### src/rtl/pec_pkg.sv
package pec_pkg;
    typedef enum logic [1:0] {
        PEC_OFF  = 2'd0,
        PEC_RUN  = 2'd1,
        PEC_SLOT = 2'd2,
        PEC_DONE = 2'd3
    } pec_state_e;
endpackage

### src/rtl/pec_byte_fold.sv
module pec_byte_fold #(
    parameter int          CODE_W = 8,
    parameter logic [CODE_W-1:0] POLY = 8'h07
) (
    input  logic [CODE_W-1:0] crc_in,
    input  logic [CODE_W-1:0] data_in,
    output logic [CODE_W-1:0] crc_out
);
    localparam int STEPS = CODE_W;

    logic [CODE_W-1:0] stage [0:STEPS];

    assign stage[0] = crc_in ^ data_in;

    genvar i;
    generate
        for (i = 0; i < STEPS; i++) begin : g_step
            assign stage[i+1] = stage[i][CODE_W-1]
                              ? ((stage[i] << 1) ^ POLY)
                              : (stage[i] << 1);
        end
    endgenerate

    assign crc_out = stage[STEPS];
endmodule

### src/rtl/pec_sticky_flag.sv
module pec_sticky_flag (
    input  logic clk,
    input  logic rst_n,
    input  logic set_i,
    input  logic clr_i,
    output logic flag_o
);
    logic flag_q;

    always_ff @(posedge clk or negedge rst_n) begin
        if (!rst_n)
            flag_q <= 1'b0;
        else if (set_i)
            flag_q <= 1'b1;
        else if (clr_i)
            flag_q <= 1'b0;
    end

    assign flag_o = flag_q;

    // the flag only falls through an explicit clear
    a_r9_err_sticky: assert property (@(posedge clk) disable iff (!rst_n)
        (flag_q && !clr_i) |=> flag_q);

    // a set wins over a clear in the same cycle
    a_r9_set_wins: assert property (@(posedge clk) disable iff (!rst_n)
        set_i |=> flag_q);
endmodule

### src/rtl/pec_engine.sv
module pec_engine #(
    parameter int                CODE_W = 8,
    parameter logic [CODE_W-1:0] POLY   = 8'h07
) (
    input  logic              clk,
    input  logic              rst_n,
    input  logic              pec_en,
    input  logic              bus_start,
    input  logic              byte_vld,
    input  logic [CODE_W-1:0] byte_data,
    input  logic              dir_tx,
    input  logic              pec_req,
    input  logic              dma_mode,
    input  logic              dma_last,
    input  logic              err_clr,
    output logic [CODE_W-1:0] pec_code,
    output logic              pec_slot,
    output logic              pec_tx_vld,
    output logic [CODE_W-1:0] pec_tx_byte,
    output logic              pec_err
);
    import pec_pkg::*;

    localparam logic [CODE_W-1:0] CODE_ZERO = '0;

    pec_state_e        state_q, state_d;
    logic [CODE_W-1:0] code_q, code_d;
    logic [CODE_W-1:0] fold_base, fold_res;
    logic              run_branch;
    logic              arm_now;
    logic              mismatch;

    // Base for folding: a start restarts the code from zero
    assign run_branch = (state_q == PEC_OFF) || (state_q == PEC_RUN) || bus_start;
    assign fold_base  = bus_start ? CODE_ZERO : code_q;
    assign arm_now    = pec_req || (dma_mode && dma_last && byte_vld);

    pec_byte_fold #(.CODE_W(CODE_W), .POLY(POLY)) u_fold (
        .crc_in  (fold_base),
        .data_in (byte_data),
        .crc_out (fold_res)
    );

    // Next-state logic
    always_comb begin
        state_d = state_q;
        code_d  = code_q;
        if (!pec_en) begin
            state_d = PEC_OFF;
            code_d  = CODE_ZERO;
        end else if (run_branch) begin
            code_d  = byte_vld ? fold_res : fold_base;
            state_d = arm_now ? PEC_SLOT : PEC_RUN;
        end else begin
            unique case (state_q)
                PEC_SLOT: if (byte_vld) state_d = PEC_DONE;
                PEC_DONE: state_d = PEC_DONE;
                default:  state_d = state_q;
            endcase
        end
    end

    // State register
    always_ff @(posedge clk or negedge rst_n) begin
        if (!rst_n) begin
            state_q <= PEC_OFF;
            code_q  <= CODE_ZERO;
        end else begin
            state_q <= state_d;
            code_q  <= code_d;
        end
    end

    assign mismatch = pec_en && !run_branch && (state_q == PEC_SLOT) &&
                      byte_vld && !dir_tx && (byte_data != code_q);

    pec_sticky_flag u_err (
        .clk    (clk),
        .rst_n  (rst_n),
        .set_i  (mismatch),
        .clr_i  (err_clr),
        .flag_o (pec_err)
    );

    // Outputs
    always_comb begin
        pec_code    = code_q;
        pec_slot    = 1'b0;
        pec_tx_vld  = 1'b0;
        pec_tx_byte = CODE_ZERO;
        unique case (state_q)
            PEC_SLOT: begin
                pec_slot = 1'b1;
                if (dir_tx) begin
                    pec_tx_vld  = 1'b1;
                    pec_tx_byte = code_q;
                end
            end
            PEC_OFF, PEC_RUN, PEC_DONE: pec_slot = 1'b0;
            default: pec_slot = 1'b0;
        endcase
    end

    // disabling clears the code
    a_r2_off_clears: assert property (@(posedge clk) disable iff (!rst_n)
        !pec_en |=> (pec_code == CODE_ZERO && !pec_slot));

    // a start without a byte leaves a zero code
    a_r4_start_clears: assert property (@(posedge clk) disable iff (!rst_n)
        (pec_en && bus_start && !byte_vld) |=> (pec_code == CODE_ZERO));

    // DMA last byte arms the slot
    a_r6_dma_arms: assert property (@(posedge clk) disable iff (!rst_n)
        (pec_en && run_branch && byte_vld && dma_mode && dma_last) |=> pec_slot);

    // the slot byte is not folded
    a_r7_slot_no_fold: assert property (@(posedge clk) disable iff (!rst_n)
        (pec_en && pec_slot && byte_vld && !bus_start) |=> $stable(pec_code));

    // the slot closes after its byte
    a_r8_slot_closes: assert property (@(posedge clk) disable iff (!rst_n)
        (pec_en && pec_slot && byte_vld && !bus_start) |=> !pec_slot);

    // the offered byte follows the code
    a_r5_tx_byte: assert property (@(posedge clk) disable iff (!rst_n)
        pec_tx_vld |-> (pec_slot && pec_tx_byte == pec_code));
endmodule

### config.mk
export PLATFORM = sky130hd
export DESIGN_NAME = pec_engine
export DESIGN_NICKNAME = d
export VERILOG_FILES = /design/src/rtl/pec_pkg.sv /design/src/rtl/pec_byte_fold.sv /design/src/rtl/pec_sticky_flag.sv /design/src/rtl/pec_engine.sv
export SDC_FILE = /design/constraint.sdc
export NUM_CORES = 1
export LEC_CHECK = 0
export ABC_AREA = 1
export CORE_MARGIN = 5
export CORE_UTILIZATION = 56
export CTS_CLUSTER_DIAMETER = 60
export CTS_CLUSTER_SIZE = 40
export DETAILED_ROUTE_END_ITERATION = 7
export DONT_BUFFER_PORTS = 1
export GPL_TIMING_DRIVEN = 0
export PLACE_DENSITY = 0.82
export SLEW_MARGIN = 20
export SYNTH_ARGS = -nofsm -noshare
export SYNTH_HDL_FRONTEND = slang
export SYNTH_SLANG_ARGS = --single-unit
### constraint.sdc
create_clock -name clk -period 1.45 [get_ports clk]
set_clock_uncertainty 0.2 [all_clocks]
set_input_delay 0.145 -clock clk [delete_from_list [all_inputs] [get_ports clk]]
set_output_delay 0.145 -clock clk [all_outputs]
set_load 0.1 [all_outputs]
==> impl_metrics.env, run 1 <==
export IMPL_run_status="complete, but fails checks"
export IMPL_violations="hold timing, setup timing"
export IMPL_wl_per_cell_um=18.37
export IMPL_cts_root_buf="clkbuf_4"
export IMPL_cts_buffers_inserted=3
export IMPL_fmax_ghz=0.4195
export IMPL_synth_xor_area_share_pct=8.559
export IMPL_dpl_hpwl_um=2494
export IMPL_grt_pass1_vias=1317
export IMPL_htreeDepth=1
export IMPL_ant_nets=0
export IMPL_maxCapViolCount=0
export IMPL_finalCoreUtilization_pct=88.52
export IMPL_hold_class="in2reg"
export IMPL_hp_start="bus_start"
export IMPL_cp_end_kind="primary output"
export IMPL_worst_slew_pin_slew_ps=722.8
export IMPL_maxSlewViolCount=0
export IMPL_gp_congestion=0.8793
export IMPL_clock_sinks=11
export IMPL_drive_gt1_share_pct=54.19
export IMPL_coreArea_um2=1962
export IMPL_syn_num_nets=201
export IMPL_synthesis_area_um2=1155
export IMPL_setup_viol=20
export IMPL_power_mw=1.404
export IMPL_rsz0062_at_grt="true"
export IMPL_worstReg2RegStart="pec_code[5]$_DFFE_PN0P_"
export IMPL_grt_pass1_wl_um=5947
export IMPL_layout_common_cells="nand2_1, nand2_4, nand2_2"
export IMPL_synthTopCellsByArea="dfrtp_1, nand2_1, inv_1, nand3_1, xor2_2"
export IMPL_wl_um=4226
export IMPL_yosys_warnings=0
export IMPL_critical_path_required_ps=1110
export IMPL_ys_types=23
export IMPL_synth_compound_area_share_pct=11.70
export IMPL_start_kind="flop"
export IMPL_grt_use_total_pct=24.07
export IMPL_area_growth_pct=50.38
export IMPL_crit_start="state_q[0]$_DFFE_PN0P_"
export IMPL_final_cells=230
export IMPL_hold_slack_ps=-91.57
export IMPL_synth_top_family_by_area="simple AND/OR/NAND/NOR gates"
export IMPL_synth_simple_area_share_pct=43.45
export IMPL_synthAdderAreaFrac_pct=0
export IMPL_final_hold_viol_count=3
export IMPL_clockBufferDepth=2
export IMPL_vias_per_cell=5.913
export IMPL_synth_top_area_share_pct=23.84
export IMPL_period_needed_ps=2384
export IMPL_grt_antenna_before_repair=0
export IMPL_power_density_nw_per_um2=808.2
export IMPL_antenna_cells=0
export IMPL_synthMuxAreaShare_pct=0
export IMPL_grt_max_degree=12
export IMPL_vias=1360
export IMPL_cp_arrival_ps=2040
export IMPL_finalSetupTns_ps=-12130
export IMPL_vdd_drop_max_v=0.0009433
export IMPL_die_w_um=55.41
export IMPL_crit_type="reg2out"
export IMPL_ys_seq_elements=11
export IMPL_clk_latency_ps=290
export IMPL_grt_overflow_total=0
export IMPL_start_util_pct=58.86
export IMPL_io_buffers=0
export IMPL_relSlewSlack_pct=51.70
export IMPL_placementRows=16
export IMPL_nets=222
export IMPL_ctsHoldBuffers=7
export IMPL_crit_fanout=3
export IMPL_fin_ws_ps=-934.0
export IMPL_period_share_pct=164.4
export IMPL_clkTransAtPathRegs_ps=70
export IMPL_yosysSeqAreaShare_pct=23.84
export IMPL_placed_cells=210
export IMPL_syn_inst=183
export IMPL_pin_count=37
export IMPL_avgSynthCellArea_um2=6.311
export IMPL_cts_tree="built"
export IMPL_die_h_um=55.41
export IMPL_dieArea_um2=3070
export IMPL_drt_pass1_iterations=5
export IMPL_drtIter0Drc=101
export IMPL_mostFrequentLayoutCell="nand2_1"
export IMPL_drc_errors=0
export IMPL_synth_area_leader_cell="dfrtp_1"
export IMPL_p_leak_nw=0.7635
==> per-stage QoR <==
step                setup WS (ps)  instance area, um^2
floorplan                  -579.3                 1294
global placement           -616.1                 1328
detailed placement         -637.1                 1328
CTS                        -945.1                 1585
global route               -974.7                 1737
finish                     -934.0                 1737
==> worst max-delay path: stages, from the launching register on <==
cell	delay, ps
dfrtp_1	420
nor2_4	580
nand2_8	90
buf_6	160
nor2_4	500
==> registers in the layout, indices dropped and copies added (netlist names) <==
signal	cells
state_q	2
pec_code	8
u_err.flag_o	1
==> repair_timing <==
item | CTS | global route
pin swaps | 21 | 31
setup buffers | 6 | 3
hold endpoints to repair | 16 | 1
resized for setup | 30 | 31
setup endpoints to repair | 21 | 20
==> worst paths after layout <==
check                           slack (ps)                        to  cells past startpoint
worst max-delay path                  -930            pec_tx_byte[3]                      4
worst min-delay path                   -90    state_q[0]$_DFFE_PN0P_                      3
worst max register to register        -460   pec_code[6]$_DFFE_PN0P_                      7
worst min register to register         510  u_err.flag_o$_DFFE_PN0P_                      3
max in group asynchronous              610   pec_code[4]$_DFFE_PN0P_                      1
min in group asynchronous               60   pec_code[5]$_DFFE_PN0P_                      1
==> power breakdown <==
part	switching [mW]	internal, mW	leakage, nW	total, mW
registers	0.212	0.344	0.130	0.556
clock network	0.124	0.107	0.0150	0.231
logic	0.402	0.215	0.618	0.617
total	0.738	0.666	0.763	1.40
==> Yosys cell counts <==
cell type and count:
buf_4 1, xnor2_2 1, o221ai_1 2, buf_12 1
nor2_1 17, nand2_4 3, nand2_1 58, xnor2_1 2
dfrtp_1 11, nand3_2 4, a221oi_1 1, inv_2 5
xor2_2 4, nand3_1 14, o21ai_1 7, o21ai_0 4
nand4_1 2, nand2_2 9, inv_1 25, clkbuf_1 1
a21oi_1 9, a31o_2 1, nand3b_1 1
==> cell families after synthesis <==
kind of cell / after synthesis
and+or+nand+nor: 108
DFF: 11
xor gates and xnor gates: 7
buffers and inverters: 33
AOI/OAI and AO/OA: 24
==> layer usage <==
metal | vias to the layer above | global-route usage [%] | wire length (um)
met3 | 18 | 7.226 | 401
met5 | - | 0 | 0
met2 | 86 | 43.07 | 2140
met4 | 0 | 11.11 | 149
met1 | 643 | 25.57 | 1533
li1 | 613 | - | -
==> area by class of cell <==
class / count / area, um^2
clock buffers: 4 / 26.28
inverters: 30 / 118.9
well taps: 27 / 33.78
repair buffers: 16 / 161.4
flip-flops and latches: 11 / 306.5
multi-input cells: 139 / 1059
plain buffers: 3 / 31.28
fillers: 102 / 225.2
(Power assumes the default switching activity.)
==> run 2, diff against run 1 <==
==> constraint.sdc (replaced) <==
create_clock -name clk -period 1.45 [get_ports clk]
set_clock_uncertainty 0.2 [all_clocks]
set_input_delay 0.29 -clock clk [delete_from_list [all_inputs] [get_ports clk]]
set_output_delay 0.29 -clock clk [all_outputs]
set_load 0.1 [all_outputs]
==> impl_metrics.env, run 2 (same netlist as run 1, synthesis figures left out) <==
export IMPL_coreArea_um2=1962
export IMPL_finalCoreUtilization_pct=87.24
export IMPL_dieArea_um2=3070
export IMPL_run_status="complete, but fails checks"
export IMPL_final_cells=227
export IMPL_vdd_drop_max_v=0.0009421
export IMPL_placed_cells=210
export IMPL_worst_path_max_delay_cell="nor2_4"
export IMPL_dpl_hpwl_um=2494
export IMPL_start_util_pct=58.86
export IMPL_hold_class="in2reg"
export IMPL_io_buffers=0
export IMPL_worstReg2RegStart="pec_code[4]$_DFFE_PN0P_"
export IMPL_largest_register_ffs=8
export IMPL_wl_per_cell_um=19.22
export IMPL_final_hold_viol_count=0
export IMPL_fin_ws_ps=-1063
export IMPL_area_growth_pct=48.21
export IMPL_critPathMostFrequentCell="nor2_4"
export IMPL_hold_slack_ps=10.15
export IMPL_clockBufferDepth=2
export IMPL_vias_per_cell=6.119
export IMPL_max_stage_delay_ps=570
export IMPL_period_needed_ps=2513
export IMPL_cp_depth=4
export IMPL_grt_use_total_pct=23.58
export IMPL_cts_root_buf="clkbuf_4"
export IMPL_wl_um=4364
export IMPL_path_buf_inv=1
export IMPL_die_h_um=55.41
export IMPL_grt_antenna_before_repair=0
export IMPL_drtIter0Drc=91
export IMPL_critPathTopFamily="simple AND/OR/NAND/NOR gates"
export IMPL_final_cell_area_um2=1712
export IMPL_worst_slew_pin_slew_ps=722.6
export IMPL_pre_cts_ws_ps=-782.1
export IMPL_cp_endpoint="pec_tx_byte[3]"
export IMPL_reg2reg_depth=8
export IMPL_fmax_ghz=0.3979
export IMPL_wl_met2_um=2255
export IMPL_nets=219
export IMPL_setup_viol=22
export IMPL_drive_gt1_share_pct=56.00
export IMPL_grt_max_degree=12
export IMPL_n_fill_cell=105
export IMPL_path_cells="nor2_4, nand2_8, buf_6, nor2_4"
export IMPL_cts_buffers_inserted=3
export IMPL_crit_fanout=3
export IMPL_vias=1389
export IMPL_grt_pass1_vias=1289
export IMPL_power_density_nw_per_um2=820.8
export IMPL_grt_overflow_total=0
export IMPL_relSlewSlack_pct=51.71
export IMPL_violations="setup timing"
export IMPL_clkTransAtPathRegs_ps=70
export IMPL_cts_tree="built"
export IMPL_mostFrequentLayoutCell="nand2_1"
export IMPL_layout_common_cells="nand2_1, nand2_2, nand2_4"
export IMPL_ff2ff_setup_slack_ps=-500
export IMPL_maxCapViolCount=0
export IMPL_gp_congestion=0.8793
export IMPL_crit_type="reg2out"
export IMPL_period_share_pct=173.3
export IMPL_antenna_cells=0
export IMPL_grt_pass1_wl_um=5830
export IMPL_drt_pass1_iterations=4
export IMPL_drc_errors=0
export IMPL_clock_sinks=11
export IMPL_cp_end_kind="primary output"
export IMPL_wl_met3_um=417
export IMPL_critical_path_required_ps=960
export IMPL_clk_latency_ps=290
export IMPL_drt_met1_wl_um=1546
export IMPL_cp_arrival_ps=2020
export IMPL_htreeDepth=1
export IMPL_ant_nets=0
export IMPL_die_w_um=55.41
export IMPL_maxSlewViolCount=0
export IMPL_reg2reg_to="pec_code[6]$_DFFE_PN0P_"
export IMPL_place_area_um2=1328
export IMPL_p_leak_nw=0.7530
export IMPL_pin_count=37
export IMPL_highest_signal_layer="met4"
export IMPL_crit_start="state_q[0]$_DFFE_PN0P_"
export IMPL_start_kind="flop"
export IMPL_placementRows=16
export IMPL_rsz0062_at_grt="true"
==> run 2: cell types whose count changed in the layout (fill, tap and decap cells not counted), sizes merged <==
cell	previous run	this run
dlygate4sd3	7	4
==> run 2: cell type report <==
class / instances / area, um^2 / share of cell area [%]
Tap cell: 27 / 33.78 / 1.974
Inverter: 30 / 118.9 / 6.944
Buffer: 3 / 31.28 / 1.827
Multi-Input combinational cell: 139 / 1061 / 61.99
Timing Repair Buffer: 13 / 131.4 / 7.675
Clock buffer: 4 / 26.28 / 1.535
Sequential cell: 11 / 309.0 / 18.06
==> run 2: power by group <==
| group | internal (mW) | leakage [nW] | switching (mW) |
|---|---|---|---|
| Combinational | 0.210 | 0.608 | 0.412 |
| Clock | 0.107 | 0.0150 | 0.119 |
| Sequential | 0.344 | 0.130 | 0.212 |
==> run 2: routing by layer <==
metal,global-route usage (%),vias to the layer above
met5,0,-
met4,9.375,0
met3,6.760,22
met2,42.23,104
met1,25.86,657
li1,-,606
==> run 2: repair_timing <==
action,CTS,global route
hold buffers,4,0
pin swaps,21,30
endpoints found under the setup margin,22,26
resized for setup,31,32
endpoints found under the hold margin,14,0
setup buffers,6,3
==> run 2: worst min path at each step <==
stage / startpoint / end / slack [ps] / cells past startpoint
2_1_floorplan: rst_n / state_q[0]$_DFFE_PN0P_ / -210 / 0
3_3_place_gp: rst_n / state_q[1]$_DFFE_PN0P_ / -210 / 0
3_5_place_dp: rst_n / state_q[1]$_DFFE_PN0P_ / -210 / 0
4_1_cts: pec_req / state_q[0]$_DFFE_PN0P_ / 6 / 2
5_1_grt: pec_req / state_q[0]$_DFFE_PN0P_ / 10 / 2
6_report: pec_req / state_q[0]$_DFFE_PN0P_ / 10 / 2
==> run 2: metrics by stage <==
stage / total power [mW] / TNS (ps)
floorplan: 0.9150 / -7626
global placement: 0.9706 / -9046
finish: 1.405 / -13380
detailed placement: 0.9838 / -9642
CTS: 1.290 / -12610
global route: 1.466 / -14830
